===== config.mk =====
export PLATFORM = sky130hd
export DESIGN_NAME = yuv422_rgb_conv
export DESIGN_NICKNAME = d
export VERILOG_FILES = /design/src/rtl/yuv422_rgb_pkg.sv /design/src/rtl/yuv_cfg_regs.sv /design/src/rtl/yuv_lane_unpack.sv /design/src/rtl/yuv_chan_mac.sv /design/src/rtl/yuv422_rgb_conv.sv
export SDC_FILE = /design/constraint.sdc
export NUM_CORES = 2
export LEC_CHECK = 0
export BUFFER_PORTS_ARGS = -buffer_cell sky130_fd_sc_hd__clkbuf_2
export CAP_MARGIN = 20
export CORE_ASPECT_RATIO = 0.7
export CORE_MARGIN = 5
export CORE_UTILIZATION = 40
export DETAILED_ROUTE_END_ITERATION = 6
export PLACE_DENSITY = 0.65
export RECOVER_POWER = 50
export SLEW_MARGIN = 15
export SYNTH_ARGS = -nofsm -noshare
export SYNTH_HDL_FRONTEND = slang
export SYNTH_SLANG_ARGS = --single-unit
export TNS_END_PERCENT = 10

===== constraint.sdc =====
create_clock -name clk -period 22.6 [get_ports clk]
set_input_delay 4.52 -clock clk [delete_from_list [all_inputs] [get_ports clk]]
set_output_delay 4.52 -clock clk [all_outputs]
set_load 0.005 [all_outputs]

===== src/rtl/yuv422_rgb_pkg.sv =====
// Shared constants for the packed 4:2:2 to RGB converter: matrix shape,
// control field positions, byte-order codes and the reset matrix.
package yuv422_rgb_pkg;

    localparam int NUM_ROWS  = 3;                    // green, red, blue
    localparam int NUM_COLS  = 4;                    // Y gain, U gain, V gain, offset
    localparam int NUM_COEF  = NUM_ROWS * NUM_COLS;
    localparam int ROW_G     = 0;
    localparam int ROW_R     = 1;
    localparam int ROW_B     = 2;
    localparam int CTRL_ADDR = NUM_COEF;

    localparam int CTRL_EN_BIT  = 0;
    localparam int CTRL_ORD_LSB = 8;
    localparam int CTRL_FMT_LSB = 12;
    localparam logic [2:0] FMT_PACKED_422 = 3'd3;

    // Byte order of a word, named from the most significant byte down.
    typedef enum logic [1:0] {
        ORD_U_Y1_V_Y0 = 2'd0,
        ORD_Y1_U_Y0_V = 2'd1,
        ORD_V_Y1_U_Y0 = 2'd2,
        ORD_Y1_V_Y0_U = 2'd3
    } pair_order_e;

    // Reset value of coefficient register idx (row-major, rows G,R,B).
    function automatic int reset_coef(int idx);
        case (idx)
            0, 4, 8: reset_coef = 'h04A7;
            1:       reset_coef = 'h1E6F;
            2:       reset_coef = 'h1CBF;
            3:       reset_coef = 'h0877;
            6:       reset_coef = 'h0662;
            7:       reset_coef = 'h3211;
            9:       reset_coef = 'h0812;
            11:      reset_coef = 'h2EB1;
            default: reset_coef = 0;
        endcase
    endfunction

endpackage


===== src/rtl/yuv_cfg_regs.sv =====
// Coefficient and control register file.
// Holds twelve matrix entries and one control word, all written through a
// simple strobe/address/data port. Assumes DATA_W covers the control fields
// (at least 15 bits) and the offset width.
module yuv_cfg_regs
    import yuv422_rgb_pkg::*;
#(
    parameter int ADDR_W = 4,
    parameter int DATA_W = 15,
    parameter int GAIN_W = 13,
    parameter int OFS_W  = 14
) (
    input  logic                                       clk,
    input  logic                                       rst_n,
    input  logic                                       wr_en,
    input  logic [ADDR_W-1:0]                          wr_addr,
    input  logic [DATA_W-1:0]                          wr_data,
    output logic [NUM_ROWS-1:0][2:0][GAIN_W-1:0]       gains,
    output logic [NUM_ROWS-1:0][OFS_W-1:0]             offsets,
    output pair_order_e                                order,
    output logic                                       active
);

    logic       en_q;
    logic [2:0] fmt_q;

    for (genvar r = 0; r < NUM_ROWS; r++) begin : g_row
        for (genvar c = 0; c < NUM_COLS - 1; c++) begin : g_gain
            // Store one gain entry; reset to the default matrix.
            always_ff @(posedge clk) begin
                if (!rst_n)
                    gains[r][c] <= GAIN_W'(reset_coef(r * NUM_COLS + c));
                else if (wr_en && wr_addr == ADDR_W'(r * NUM_COLS + c))
                    gains[r][c] <= wr_data[GAIN_W-1:0];
            end
        end
        // Store the offset entry of this row.
        always_ff @(posedge clk) begin
            if (!rst_n)
                offsets[r] <= OFS_W'(reset_coef(r * NUM_COLS + NUM_COLS - 1));
            else if (wr_en && wr_addr == ADDR_W'(r * NUM_COLS + NUM_COLS - 1))
                offsets[r] <= wr_data[OFS_W-1:0];
        end
    end

    // Store the control fields; cleared (path off) at reset.
    always_ff @(posedge clk) begin
        if (!rst_n) begin
            en_q  <= 1'b0;
            fmt_q <= 3'd0;
            order <= ORD_U_Y1_V_Y0;
        end else if (wr_en && wr_addr == ADDR_W'(CTRL_ADDR)) begin
            en_q  <= wr_data[CTRL_EN_BIT];
            fmt_q <= wr_data[CTRL_FMT_LSB +: 3];
            order <= pair_order_e'(wr_data[CTRL_ORD_LSB +: 2]);
        end
    end

    // Conversion runs only when enabled with the packed 4:2:2 format.
    always_comb active = en_q && (fmt_q == FMT_PACKED_422);

endmodule


===== src/rtl/yuv_lane_unpack.sv =====
// Byte-lane unpacker: splits one packed word into Y0, Y1, U and V according
// to the selected order. Purely combinational; assumes four lanes per word.
module yuv_lane_unpack
    import yuv422_rgb_pkg::*;
#(
    parameter int PIX_W = 8
) (
    input  logic [4*PIX_W-1:0] word,
    input  pair_order_e        order,
    output logic [PIX_W-1:0]   y0,
    output logic [PIX_W-1:0]   y1,
    output logic [PIX_W-1:0]   u,
    output logic [PIX_W-1:0]   v
);

    logic [PIX_W-1:0] lane [4];

    for (genvar i = 0; i < 4; i++) begin : g_lane
        assign lane[i] = word[i*PIX_W +: PIX_W];
    end

    // Route lanes to components; lane 3 is the most significant byte.
    always_comb begin
        unique case (order)
            ORD_U_Y1_V_Y0: begin u = lane[3]; y1 = lane[2]; v = lane[1]; y0 = lane[0]; end
            ORD_Y1_U_Y0_V: begin y1 = lane[3]; u = lane[2]; y0 = lane[1]; v = lane[0]; end
            ORD_V_Y1_U_Y0: begin v = lane[3]; y1 = lane[2]; u = lane[1]; y0 = lane[0]; end
            default:       begin y1 = lane[3]; v = lane[2]; y0 = lane[1]; u = lane[0]; end
        endcase
    end

endmodule


===== src/rtl/yuv_chan_mac.sv =====
// One colour channel: three signed gains times unsigned samples plus a scaled
// offset, rounded to nearest and saturated to the pixel range.
// Assumes GAIN_FRAC >= OFS_FRAC and a sum that fits SUM_W bits.
module yuv_chan_mac #(
    parameter int PIX_W     = 8,
    parameter int GAIN_W    = 13,
    parameter int OFS_W     = 14,
    parameter int GAIN_FRAC = 10,
    parameter int OFS_FRAC  = 4
) (
    input  logic [GAIN_W-1:0] gy,
    input  logic [GAIN_W-1:0] gu,
    input  logic [GAIN_W-1:0] gv,
    input  logic [OFS_W-1:0]  ofs,
    input  logic [PIX_W-1:0]  y,
    input  logic [PIX_W-1:0]  u,
    input  logic [PIX_W-1:0]  v,
    output logic [PIX_W-1:0]  chan
);

    localparam int SUM_W = GAIN_W + PIX_W + 3;
    localparam int SH    = GAIN_FRAC - OFS_FRAC;
    localparam logic signed [SUM_W-1:0] RND = SUM_W'(1) <<< (GAIN_FRAC - 1);

    logic signed [SUM_W-1:0] gy_x, gu_x, gv_x, y_x, u_x, v_x, k_x;
    logic signed [SUM_W-1:0] sum, rnd, q;

    // Sign-extend gains, zero-extend samples, align offset to gain scale.
    always_comb begin
        gy_x = {{(SUM_W-GAIN_W){gy[GAIN_W-1]}}, gy};
        gu_x = {{(SUM_W-GAIN_W){gu[GAIN_W-1]}}, gu};
        gv_x = {{(SUM_W-GAIN_W){gv[GAIN_W-1]}}, gv};
        y_x  = {{(SUM_W-PIX_W){1'b0}}, y};
        u_x  = {{(SUM_W-PIX_W){1'b0}}, u};
        v_x  = {{(SUM_W-PIX_W){1'b0}}, v};
        k_x  = {{(SUM_W-OFS_W-SH){ofs[OFS_W-1]}}, ofs, {SH{1'b0}}};
    end

    // Multiply-accumulate, then round to nearest by adding half an LSB.
    always_comb begin
        sum = gy_x * y_x + gu_x * u_x + gv_x * v_x + k_x;
        rnd = sum + RND;
        q   = rnd >>> GAIN_FRAC;
    end

    // Saturate: negative to zero, above the pixel range to all ones.
    always_comb begin
        if (q[SUM_W-1])
            chan = '0;
        else if (|q[SUM_W-2:PIX_W])
            chan = '1;
        else
            chan = q[PIX_W-1:0];
    end

endmodule


===== src/rtl/yuv422_rgb_conv.sv =====
// Packed 4:2:2 to RGB converter top.
// Accepts one word (two pixels) into a pair register, then issues one pixel
// per cycle through a single output register. Assumes coefficients are not
// rewritten while a pair is in flight; order and enable are taken per word.
module yuv422_rgb_conv
    import yuv422_rgb_pkg::*;
#(
    parameter int PIX_W     = 8,
    parameter int GAIN_W    = 13,
    parameter int OFS_W     = 14,
    parameter int GAIN_FRAC = 10,
    parameter int OFS_FRAC  = 4,
    parameter int ADDR_W    = 4,
    parameter int DATA_W    = 15
) (
    input  logic                 clk,
    input  logic                 rst_n,
    input  logic                 wr_en,
    input  logic [ADDR_W-1:0]    wr_addr,
    input  logic [DATA_W-1:0]    wr_data,
    input  logic                 in_valid,
    output logic                 in_ready,
    input  logic [4*PIX_W-1:0]   in_word,
    output logic                 out_valid,
    input  logic                 out_ready,
    output logic [3*PIX_W-1:0]   out_rgb
);

    localparam int WORD_W = 4 * PIX_W;
    localparam int RGB_W  = 3 * PIX_W;

    logic [NUM_ROWS-1:0][2:0][GAIN_W-1:0] gains;
    logic [NUM_ROWS-1:0][OFS_W-1:0]       offsets;
    pair_order_e                          order;
    logic                                 cfg_active;

    logic [PIX_W-1:0] un_y0, un_y1, un_u, un_v;
    logic             pair_vld, phase;
    logic [PIX_W-1:0] p_y0, p_y1, p_u, p_v, cur_y;
    logic [PIX_W-1:0] chan [NUM_ROWS];
    logic             take_px, accept, load;

    yuv_cfg_regs #(
        .ADDR_W(ADDR_W), .DATA_W(DATA_W), .GAIN_W(GAIN_W), .OFS_W(OFS_W)
    ) u_regs (
        .clk(clk), .rst_n(rst_n), .wr_en(wr_en), .wr_addr(wr_addr),
        .wr_data(wr_data), .gains(gains), .offsets(offsets),
        .order(order), .active(cfg_active)
    );

    yuv_lane_unpack #(.PIX_W(PIX_W)) u_unpack (
        .word(in_word[WORD_W-1:0]), .order(order),
        .y0(un_y0), .y1(un_y1), .u(un_u), .v(un_v)
    );

    // Handshake: a pixel moves when the output slot is free or draining.
    always_comb begin
        take_px  = pair_vld && (!out_valid || out_ready);
        in_ready = !pair_vld || (take_px && phase);
        accept   = in_valid && in_ready;
        load     = accept && cfg_active;
        cur_y    = phase ? p_y1 : p_y0;
    end

    // Pair register: captures a word, steps Y0 then Y1, frees after Y1.
    always_ff @(posedge clk) begin
        if (!rst_n) begin
            pair_vld <= 1'b0;
            phase    <= 1'b0;
            p_y0     <= '0;
            p_y1     <= '0;
            p_u      <= '0;
            p_v      <= '0;
        end else if (load) begin
            pair_vld <= 1'b1;
            phase    <= 1'b0;
            p_y0     <= un_y0;
            p_y1     <= un_y1;
            p_u      <= un_u;
            p_v      <= un_v;
        end else if (take_px) begin
            pair_vld <= !phase;
            phase    <= !phase;
        end
    end

    for (genvar r = 0; r < NUM_ROWS; r++) begin : g_chan
        yuv_chan_mac #(
            .PIX_W(PIX_W), .GAIN_W(GAIN_W), .OFS_W(OFS_W),
            .GAIN_FRAC(GAIN_FRAC), .OFS_FRAC(OFS_FRAC)
        ) u_mac (
            .gy(gains[r][0]), .gu(gains[r][1]), .gv(gains[r][2]),
            .ofs(offsets[r]), .y(cur_y), .u(p_u), .v(p_v), .chan(chan[r])
        );
    end

    // Output register: loads the current pixel whenever the slot can move.
    always_ff @(posedge clk) begin
        if (!rst_n) begin
            out_valid <= 1'b0;
            out_rgb   <= '0;
        end else if (!out_valid || out_ready) begin
            out_valid <= pair_vld;
            if (pair_vld)
                out_rgb <= RGB_W'({chan[ROW_R], chan[ROW_G], chan[ROW_B]});
        end
    end

endmodule


==> flow_summary.toml <==
[run_status]
status = "finished, violations left"
violations = "capacitance limit, slew limit"

[layout]
layout_common_cells = "1202 x inv_1, 870 x fa_1, 811 x nand2_1, 528 x ha_1, 441 x and2_1"
final_common_cell = "inv_1"
ff_latch_area_um2 = 4490
drive_above_1_share_pct = 3.59
area_growth_pct = 5.74
nFillCells = 12000
stdcell_count = 7162
num-nets-final = 6974
multi_input_area_um2 = 38600

[critical_path]
startpoint_type = "primary input"
end_kind = "output pin"
critPathMaxFanout = 5
path_class = "primary input to output pin"
critPathArrivalTime_ns = 5.43
ff2ff_setup_slack_ns = 13.41
required_ns = 18.08
r2r_cells = 31

[clocking]
cts_resized = 0
htree_levels = 1
cts_buffer_depth = 3
root_buffer = "clkbuf_16"
cts_tree = "yes"
insertion_delay_ns = 0.60
cts.sink_count = 224
cts_made_buffers = 26
cts_hold_buf = 0
cts.reportedPaths.clkPinSlew_ns = 0.07
cts_setup_buffers = 0

[place]
globalplace.congestion = 0.855
io_buffers = 81
place_ws_ns = 12.61
dp_hpwl_mm = 96.3
placed_cells = 7110

[floorplanning]
die_area_um2 = 128000
num_rows = 106
fp.dieH_um = 301
core_um2 = 120000
start_util_pct = 40.4
fp.dieW_um = 426
design.portCount = 82

[detailed_routing]
drc_errors = 0
finalWirelength_mm = 120
ant_nets = 0
dr.pass1.iters = 5
dr_total_vias = 35600
wl_per_cell_um = 16.8
via_per_inst = 4.97
drt-initial-drc-count = 1825

[yosys]
synth-edff-count = 0
yosysSeqAreaShare_pct = 9.25
avgSynthCellArea_um2 = 8.64
ys_seq_elements = 224
synthArstFlopShare_pct = 0
ys_types = 83
syn_area_um2 = 48500
syn_nets = 7061
synth_warnings = 0
synthFlopType = "dfxtp_1"
synth_cells = 5607

[timing]
slew_headroom_pct = -105
setup-violations-final = 0
worst_slew_pin_slew_ns = 3.08
fin_crit_ns = 9.95
tns_ns = 0
layout_setup_ws_ns = 12.65
finalCritPeriodShare_pct = 44.0
clock.fmax_ghz = 0.101
hold_violations = 0
rsz0062_at_grt = "false"
report.final.slew_viol_count = 135
fin_skew_ns = 0.0177

[pwr]
p_leak_uw = 0.0269
p_per_area_nw_per_um2 = 18.6
vdd_drop_max_mv = 0.0546

[grt]
grt_pass1_vias = 36600
grt_pass1_wl_mm = 198
grt-ovfl-total = 0
track_usage_pct = 19.1
grt_max_degree = 74
antenna_found_initial = 6

[hold_path]
holdPathStages = 2
holdCritPathClass = "register to register"

[flow_run]
drv_cap = 3
path summary, 6_finish.rpt:
check                                   from                              end
min          u_regs.offsets[15]$_SDFFE_PN0P_  u_regs.offsets[15]$_SDFFE_PN0P_
min reg2reg  u_regs.offsets[15]$_SDFFE_PN0P_  u_regs.offsets[15]$_SDFFE_PN0P_
max reg2reg               phase$_SDFFE_PP0P_         out_rgb[16]$_SDFFE_PN0P_
max                                out_ready                         in_ready
cells by family after synthesis:
family	share of synthesized area, %
AOI/OAI and AO/OA	7.16
xor gates and xnor gates	3.76
DFF	9.25
muxes	2.05
adders and majority gates	49.6
and+or+nand+nor	17.0
buffers and inverters	11.2
per-stage QoR:
stage               utilization, %  cell area (µm²)  hold WS (ns)  power, µW
floorplan                        -            48500         0.436        448
global placement              42.0            50300         0.443        479
detailed placement            42.0            50300         0.457        480
CTS                           42.7            51200         0.467        961
global route                  42.7            51200         0.495        980
finish                        42.7            51200         0.465        951
area by class of cell:
class / count / area share [%]
diodes: 3 / 0.0146
clock buffers: 30 / 1.36
clock inverters: 17 / 0.439
inverters: 1204 / 8.82
multi-input cells: 3946 / 75.3
flip-flops and latches: 224 / 8.75
well taps: 1620 / 3.96
repair buffers: 118 / 1.31
critical path, cell delays in order:
cell,delay [ns]
clkbuf_2,0.07
nand2b_1,0.24
nand2_1,0.17
nand2_1,0.17
clkbuf_2,0.25
cells in the mapped netlist (6+ instances only):
| cell type | n | area share (%) |
|---|---|---|
| xor2_1 | 50 | 0.90 |
| or3_1 | 15 | 0.19 |
| xnor2_1 | 158 | 2.9 |
| dfxtp_1 | 224 | 9.3 |
| a32oi_1 | 7 | 0.13 |
| and3_1 | 10 | 0.13 |
| mux2i_1 | 56 | 1.2 |
| a31oi_1 | 21 | 0.27 |
| inv_1 | 1202 | 9.3 |
| o311ai_0 | 6 | 0.11 |
| clkbuf_1 | 204 | 1.6 |
| o21a_1 | 18 | 0.28 |
| a21oi_1 | 231 | 2.4 |
| a211oi_1 | 25 | 0.39 |
| nand2b_1 | 20 | 0.26 |
| and2_1 | 441 | 5.7 |
| a211o_1 | 6 | 0.11 |
| nor2b_1 | 91 | 1.2 |
| nand3_1 | 119 | 1.2 |
| fa_1 | 870 | 36 |
| nor2_1 | 145 | 1.1 |
| ha_1 | 528 | 14 |
| o21bai_1 | 24 | 0.37 |
| a21o_1 | 50 | 0.77 |
| nand4_1 | 8 | 0.10 |
| nor3_1 | 35 | 0.36 |
| or2_2 | 8 | 0.10 |
| buf_1 | 24 | 0.19 |
| nand2_1 | 811 | 6.3 |
| o211ai_1 | 15 | 0.23 |
| a22o_1 | 10 | 0.18 |
| mux4_2 | 16 | 0.74 |
| o31a_1 | 9 | 0.16 |
| a21boi_0 | 7 | 0.11 |
| o21ai_0 | 49 | 0.51 |
report_power, final:
group	internal, µW	switching, µW
Sequential	400	10.8
Clock	270	208
Combinational	17.8	44.3
Total	688	263
sequential cells by signal, indices dropped and copies added (netlist names), 2 cells and up:
signal          count
p_v                 8
u_regs.order        2
p_y0                8
u_regs.fmt_q        3
u_regs.gains      117
p_y1                8
out_rgb            24
u_regs.offsets     42
p_u                 8
layer usage:
metal  part of all wire (%)  track usage (%)  up-vias
met5                      0                0        -
met4                    2.8             4.78        0
met3                    5.3             2.50      166
met2                     47             31.6      740
met1                     45             26.5    17800
li1                       -                -    16900
No activity file was read; power rests on OpenSTA's default activity.
